[config.mk]
export PLATFORM = sky130hd
export DESIGN_NAME = immgen_top
export DESIGN_NICKNAME = d
export VERILOG_FILES = /design/src/rtl/immgen_pkg.sv /design/src/rtl/immgen_ctrl.sv /design/src/rtl/immgen_dpath.sv /design/src/rtl/immgen_top.sv
export SDC_FILE = /design/constraint.sdc
export NUM_CORES = 1
export LEC_CHECK = 0
export ABC_CLOCK_PERIOD_IN_PS = 2410
export BUFFER_PORTS_ARGS = -buffer_cell sky130_fd_sc_hd__clkbuf_2
export CORE_ASPECT_RATIO = 0.8
export CORE_MARGIN = 3
export CORE_UTILIZATION = 31
export DETAILED_ROUTE_END_ITERATION = 10
export PLACE_DENSITY = 0.8
export SLEW_MARGIN = 10
export SYNTH_ARGS = -nofsm -noshare
export SYNTH_HDL_FRONTEND = slang
export SYNTH_HIERARCHICAL = 1
export SYNTH_SLANG_ARGS = --single-unit
[constraint.sdc]
create_clock -name vclk -period 2.41
set_input_delay 0.482 -clock vclk [all_inputs]
set_output_delay 0.482 -clock vclk [all_outputs]
set_load 0.01 [all_outputs]
[src/rtl/immgen_pkg.sv]
package immgen_pkg;

  localparam int INSTR_W = 32;
  localparam int OPC_W   = 7;

  localparam logic [OPC_W-1:0] OPC_LOAD   = 7'b0000011;
  localparam logic [OPC_W-1:0] OPC_ALUIMM = 7'b0010011;
  localparam logic [OPC_W-1:0] OPC_JREG   = 7'b1100111;
  localparam logic [OPC_W-1:0] OPC_STORE  = 7'b0100011;
  localparam logic [OPC_W-1:0] OPC_BRANCH = 7'b1100011;
  localparam logic [OPC_W-1:0] OPC_UPPER  = 7'b0110111;
  localparam logic [OPC_W-1:0] OPC_PCUP   = 7'b0010111;
  localparam logic [OPC_W-1:0] OPC_JUMP   = 7'b1101111;
  localparam logic [OPC_W-1:0] OPC_SYS    = 7'b1110011;

  // Layout select strobes from control to datapath; at most one sel* is high.
  typedef struct packed {
    logic selI;
    logic selS;
    logic selB;
    logic selU;
    logic selJ;
    logic selZ;
    logic signEn;
  } immStrobe_t;

endpackage

[src/rtl/immgen_ctrl.sv]
module immgen_ctrl
  import immgen_pkg::*;
(
  input  logic [OPC_W-1:0] opcode,
  input  logic             funct3Hi,
  output immStrobe_t       strobes
);

  always_comb begin
    strobes = '0;
    unique case (opcode)
      OPC_LOAD, OPC_ALUIMM, OPC_JREG: strobes.selI = 1'b1;
      OPC_STORE:                      strobes.selS = 1'b1;
      OPC_BRANCH:                     strobes.selB = 1'b1;
      OPC_UPPER, OPC_PCUP:            strobes.selU = 1'b1;
      OPC_JUMP:                       strobes.selJ = 1'b1;
      OPC_SYS:                        strobes.selZ = funct3Hi;
      default:                        strobes = '0;
    endcase
    strobes.signEn = strobes.selI | strobes.selS | strobes.selB |
                     strobes.selU | strobes.selJ;
  end

endmodule

[src/rtl/immgen_dpath.sv]
module immgen_dpath
  import immgen_pkg::*;
#(
  parameter int XLEN = 64
)(
  input  logic [INSTR_W-1:7] instrHi,
  input  immStrobe_t         strobes,
  output logic [XLEN-1:0]    immOut
);

  logic        signBit;
  logic        midSign;
  logic [31:0] lowWord;

  // Single source for the sign; only gated, never multiplexed.
  assign signBit = instrHi[31] & strobes.signEn;
  assign midSign = instrHi[31] & (strobes.selI | strobes.selS | strobes.selB);

  always_comb begin
    lowWord[0] = (strobes.selI & instrHi[20]) |
                 (strobes.selS & instrHi[7])  |
                 (strobes.selZ & instrHi[15]);
    lowWord[4:1] = ({4{strobes.selI | strobes.selJ}} & instrHi[24:21]) |
                   ({4{strobes.selS | strobes.selB}} & instrHi[11:8])  |
                   ({4{strobes.selZ}}                & instrHi[19:16]);
    lowWord[10:5] = {6{strobes.selI | strobes.selS | strobes.selB | strobes.selJ}}
                    & instrHi[30:25];
    lowWord[11] = ((strobes.selI | strobes.selS) & instrHi[31]) |
                  (strobes.selB & instrHi[7]) |
                  (strobes.selJ & instrHi[20]);
    lowWord[19:12] = {8{midSign}} |
                     ({8{strobes.selU | strobes.selJ}} & instrHi[19:12]);
    lowWord[30:20] = {11{midSign | (strobes.selJ & instrHi[31])}} |
                     ({11{strobes.selU}} & instrHi[30:20]);
    lowWord[31] = signBit;
  end

  generate
    if (XLEN > 32) begin : g_wide
      localparam int UPPER_W = XLEN - 32;
      assign immOut = {{UPPER_W{signBit}}, lowWord};
    end else begin : g_narrow
      assign immOut = lowWord;
    end
  endgenerate

endmodule

[src/rtl/immgen_top.sv]
module immgen_top
  import immgen_pkg::*;
#(
  parameter int XLEN = 64
)(
  input  logic [31:0]     instrWord,
  output logic [XLEN-1:0] immValue
);

  immStrobe_t strobes;

  immgen_ctrl u_ctrl (
    .opcode   (instrWord[OPC_W-1:0]),
    .funct3Hi (instrWord[14]),
    .strobes  (strobes)
  );

  immgen_dpath #(.XLEN(XLEN)) u_dpath (
    .instrHi (instrWord[INSTR_W-1:7]),
    .strobes (strobes),
    .immOut  (immValue)
  );

endmodule

==> summary.md <==
- **cell area after synthesis** 780.7 µm²
- **synthesis warning total** 6
- **CORE AREA** 2271 µm²
- **Util after Layout** 52.07%
- **final net count** 225
- **period utilization** 96.98%
- **WS Path Type** in -> out
- **internal power contribution** 0.05201 mW
- **Clock buffer cells** 0
- **time the worst path needs with I/O delays and setup** 2337 ps
- **share of post-route cells with drive strength above 1** 68.59%
- **count of pins on the block boundary** 96
- **DIE AREA** 3160 µm²
- **clock network fraction of design power** 0%
- **routed via count** 1052
- **number of sequential cells** 0
- **top-area cell type share of the netlist area** 32.69%
- **number of placed cells counting well taps** 224
- **Antenna Cells** 0
- **top routing layer in use** met3
- **first-pass iteration count of the detailed router** 4
- **total length of routed wires** 2.432 mm
- **y dimension of the die** 50.89 µm
- **top cells by count, synth** 34 x sky130_fd_sc_hd__buf_4, 20 x sky130_fd_sc_hd__nand2_1, 10 x sky130_fd_sc_hd__nand2_2
- **net switching power of the design** 0.05510 mW
- **antenna-violating nets left** 0
- **combinational fraction of design power** 100.0%
- **MaxCap Viol Count** 0
- **final weighted congestion of routability-driven global placement** 0.7987
- **WP data arrival** 1860 ps
- **average wire length per cell after detail routing** 10.81 µm
- **Place WS** 29.96 ps
- **power density normalized to cell area** 90.59 nW/µm²
- **minimum setup slack in the final design** 72.75 ps
- **met3 wire length** 295 µm
- **worst hold path type** in -> out
- **cell types with the largest area share after synthesis** sky130_fd_sc_hd__buf_4 33%, sky130_fd_sc_hd__nand2_1 9.6%, sky130_fd_sc_hd__nand2_2 8.0%, sky130_fd_sc_hd__a21o_1 7.7%, sky130_fd_sc_hd__o21ai_0 5.8%
- **final number of setup-violating endpoints** 0
- **kind of launch point of the worst setup path** input port
- **total congestion overflow after global routing** 0
- **mean post-synth cell area** 6.561 µm²
- **Pins Over Slew Limit** 0
- **Worst setup EP type** output port
- **synthesized netlist net count** 151
- **most repeated cell in the gate-level netlist after synthesis** sky130_fd_sc_hd__buf_4
- **global-route wire length before repair** 3.698 mm
- **DRC errors left** 0
- **result of the run** finished, final reports clean
- **area leader, netlist** sky130_fd_sc_hd__buf_4
- **termination of the worst setup path** immValue[16]
- **headroom to the max-slew limit** 75.00%
- **largest driver fanout on the critical path** 8
- **leakage power of the design** 0.8106 nW
- **final setup TNS** 0 ps
- **Worst EP required** 1930 ps
- **max frequency** 0.4279 GHz
- **Critical path origin** instrWord[5]
- **number of library cell types mapped by synthesis** 27
- **Sequential cell area** 0 µm²
- **initial antenna violation count** 0
- **Final Hold Slack** 1251 ps
- **Peak VDD IR** 50.42 µV
- **via count normalized by instance count** 4.676
- **maximum number of pins on one net before global-route repair** 34
- **hold buffer count at cts** 0
- **initial detailed-routing violation count** 7
- **number of buffers added on ports** 96
- **Chip Width** 62.11 µm
- **fraction of power spent switching nets** 51.45%
- **Worst Tran Pin Value** 372.2 ps
- **sequential cell area fraction in the yosys report** 0%
- **detailed placer's ending HPWL** 2.099 mm
- **overall fraction of global-route tracks in use** 13.41%
- **area growth from synthesis to layout** 51.44%
- **via count of the first global-routing pass** 882
- **row count** 15
- **initial standard-cell utilization of the core** 34.38%
- **wire length on met1** 907 µm
- **Seq pwr share** 0%
- **fin cells** 225
- **Final Hold Viols** 0
- **total length of routed met2 wires** 1.230 mm
- **Cells after Synth** 119
-- stage by stage --
step | total power [mW] | instance area, µm²
floorplan | 0.05259 | 787.0
finish | 0.1071 | 1182
CTS | 0.1046 | 1140
global route | 0.1169 | 1182
global placement | 0.1027 | 1140
detailed placement | 0.1042 | 1140
-- kinds of logic after synthesis --
group | share of synthesized area (%)
AOI/OAI and AO/OA | 24.04
buffers and inverters | 37.66
and+or+nand+nor | 38.30
-- critical path, stage by stage --
cell and delay [ps]:
sky130_fd_sc_hd__clkbuf_2 130, sky130_fd_sc_hd__or3_2 500, sky130_fd_sc_hd__a21oi_2 140, sky130_fd_sc_hd__buf_6 130
sky130_fd_sc_hd__o31a_1 140, sky130_fd_sc_hd__buf_6 130, sky130_fd_sc_hd__a21o_1 90, sky130_fd_sc_hd__clkbuf_2 120
-- worst min path at each step --
stage                         to  depth (start not counted)           from  slack, ps
global placement    immValue[13]                          3  instrWord[13]       1250
CTS                 immValue[12]                          3  instrWord[12]       1250
floorplan           immValue[29]                          2  instrWord[29]       1080
finish              immValue[12]                          3  instrWord[12]       1250
detailed placement  immValue[12]                          3  instrWord[12]       1250
global route        immValue[12]                          3  instrWord[12]       1280
-- cells in the final DEF, fill, tap and decap left out, drive strengths merged --
| master | netlist | layout |
|---|---|---|
| nor4 | 2 | 2 |
| a221oi | 1 | 1 |
| nand4 | 2 | 2 |
| nor2 | 1 | 1 |
| a21o | 8 | 8 |
| a222oi | 1 | 1 |
| nor3 | 3 | 3 |
| a21oi | 1 | 1 |
| clkbuf | 1 | 96 |
| or3 | 1 | 1 |
| inv | 2 | 2 |
| nor2b | 6 | 6 |
| a22oi | 1 | 1 |
| o21ai | 9 | 9 |
| a211o | 1 | 1 |
| or2 | 2 | 2 |
| buf | 37 | 14 |
| nand3 | 6 | 6 |
| and3b | 1 | 1 |
| and2 | 1 | 1 |
| o31a | 1 | 1 |
| nand2 | 30 | 30 |
| o41ai | 1 | 1 |
-- what timing repair did --
| action | in CTS | in global routing |
|---|---|---|
| setup buffers | 0 | 1 |
| resized for setup | 0 | 9 |
| endpoints found under the setup margin | 0 | 20 |
-- power by group through the flow --
stage,logic (mW),clock network (mW),registers (mW)
3_3_place_gp,0.103,0,0
3_5_place_dp,0.104,0,0
6_report,0.107,0,0
2_1_floorplan,0.0526,0,0
5_1_grt,0.117,0,0
4_1_cts,0.105,0,0
-- final cells by class --
cell class | count | area [µm²]
fill | 229 | 1089
inverter | 2 | 7.507
multi-input combinational | 79 | 519.2
tap | 34 | 42.54
timing repair buffer | 110 | 613.1
-- metal layers --
layer	vias up	global-route usage, %
li1	520	-
met1	462	15.00
met2	70	27.86
met3	0	2.637
met4	0	0
met5	-	0
No activity file was read; power rests on OpenSTA's default activity.
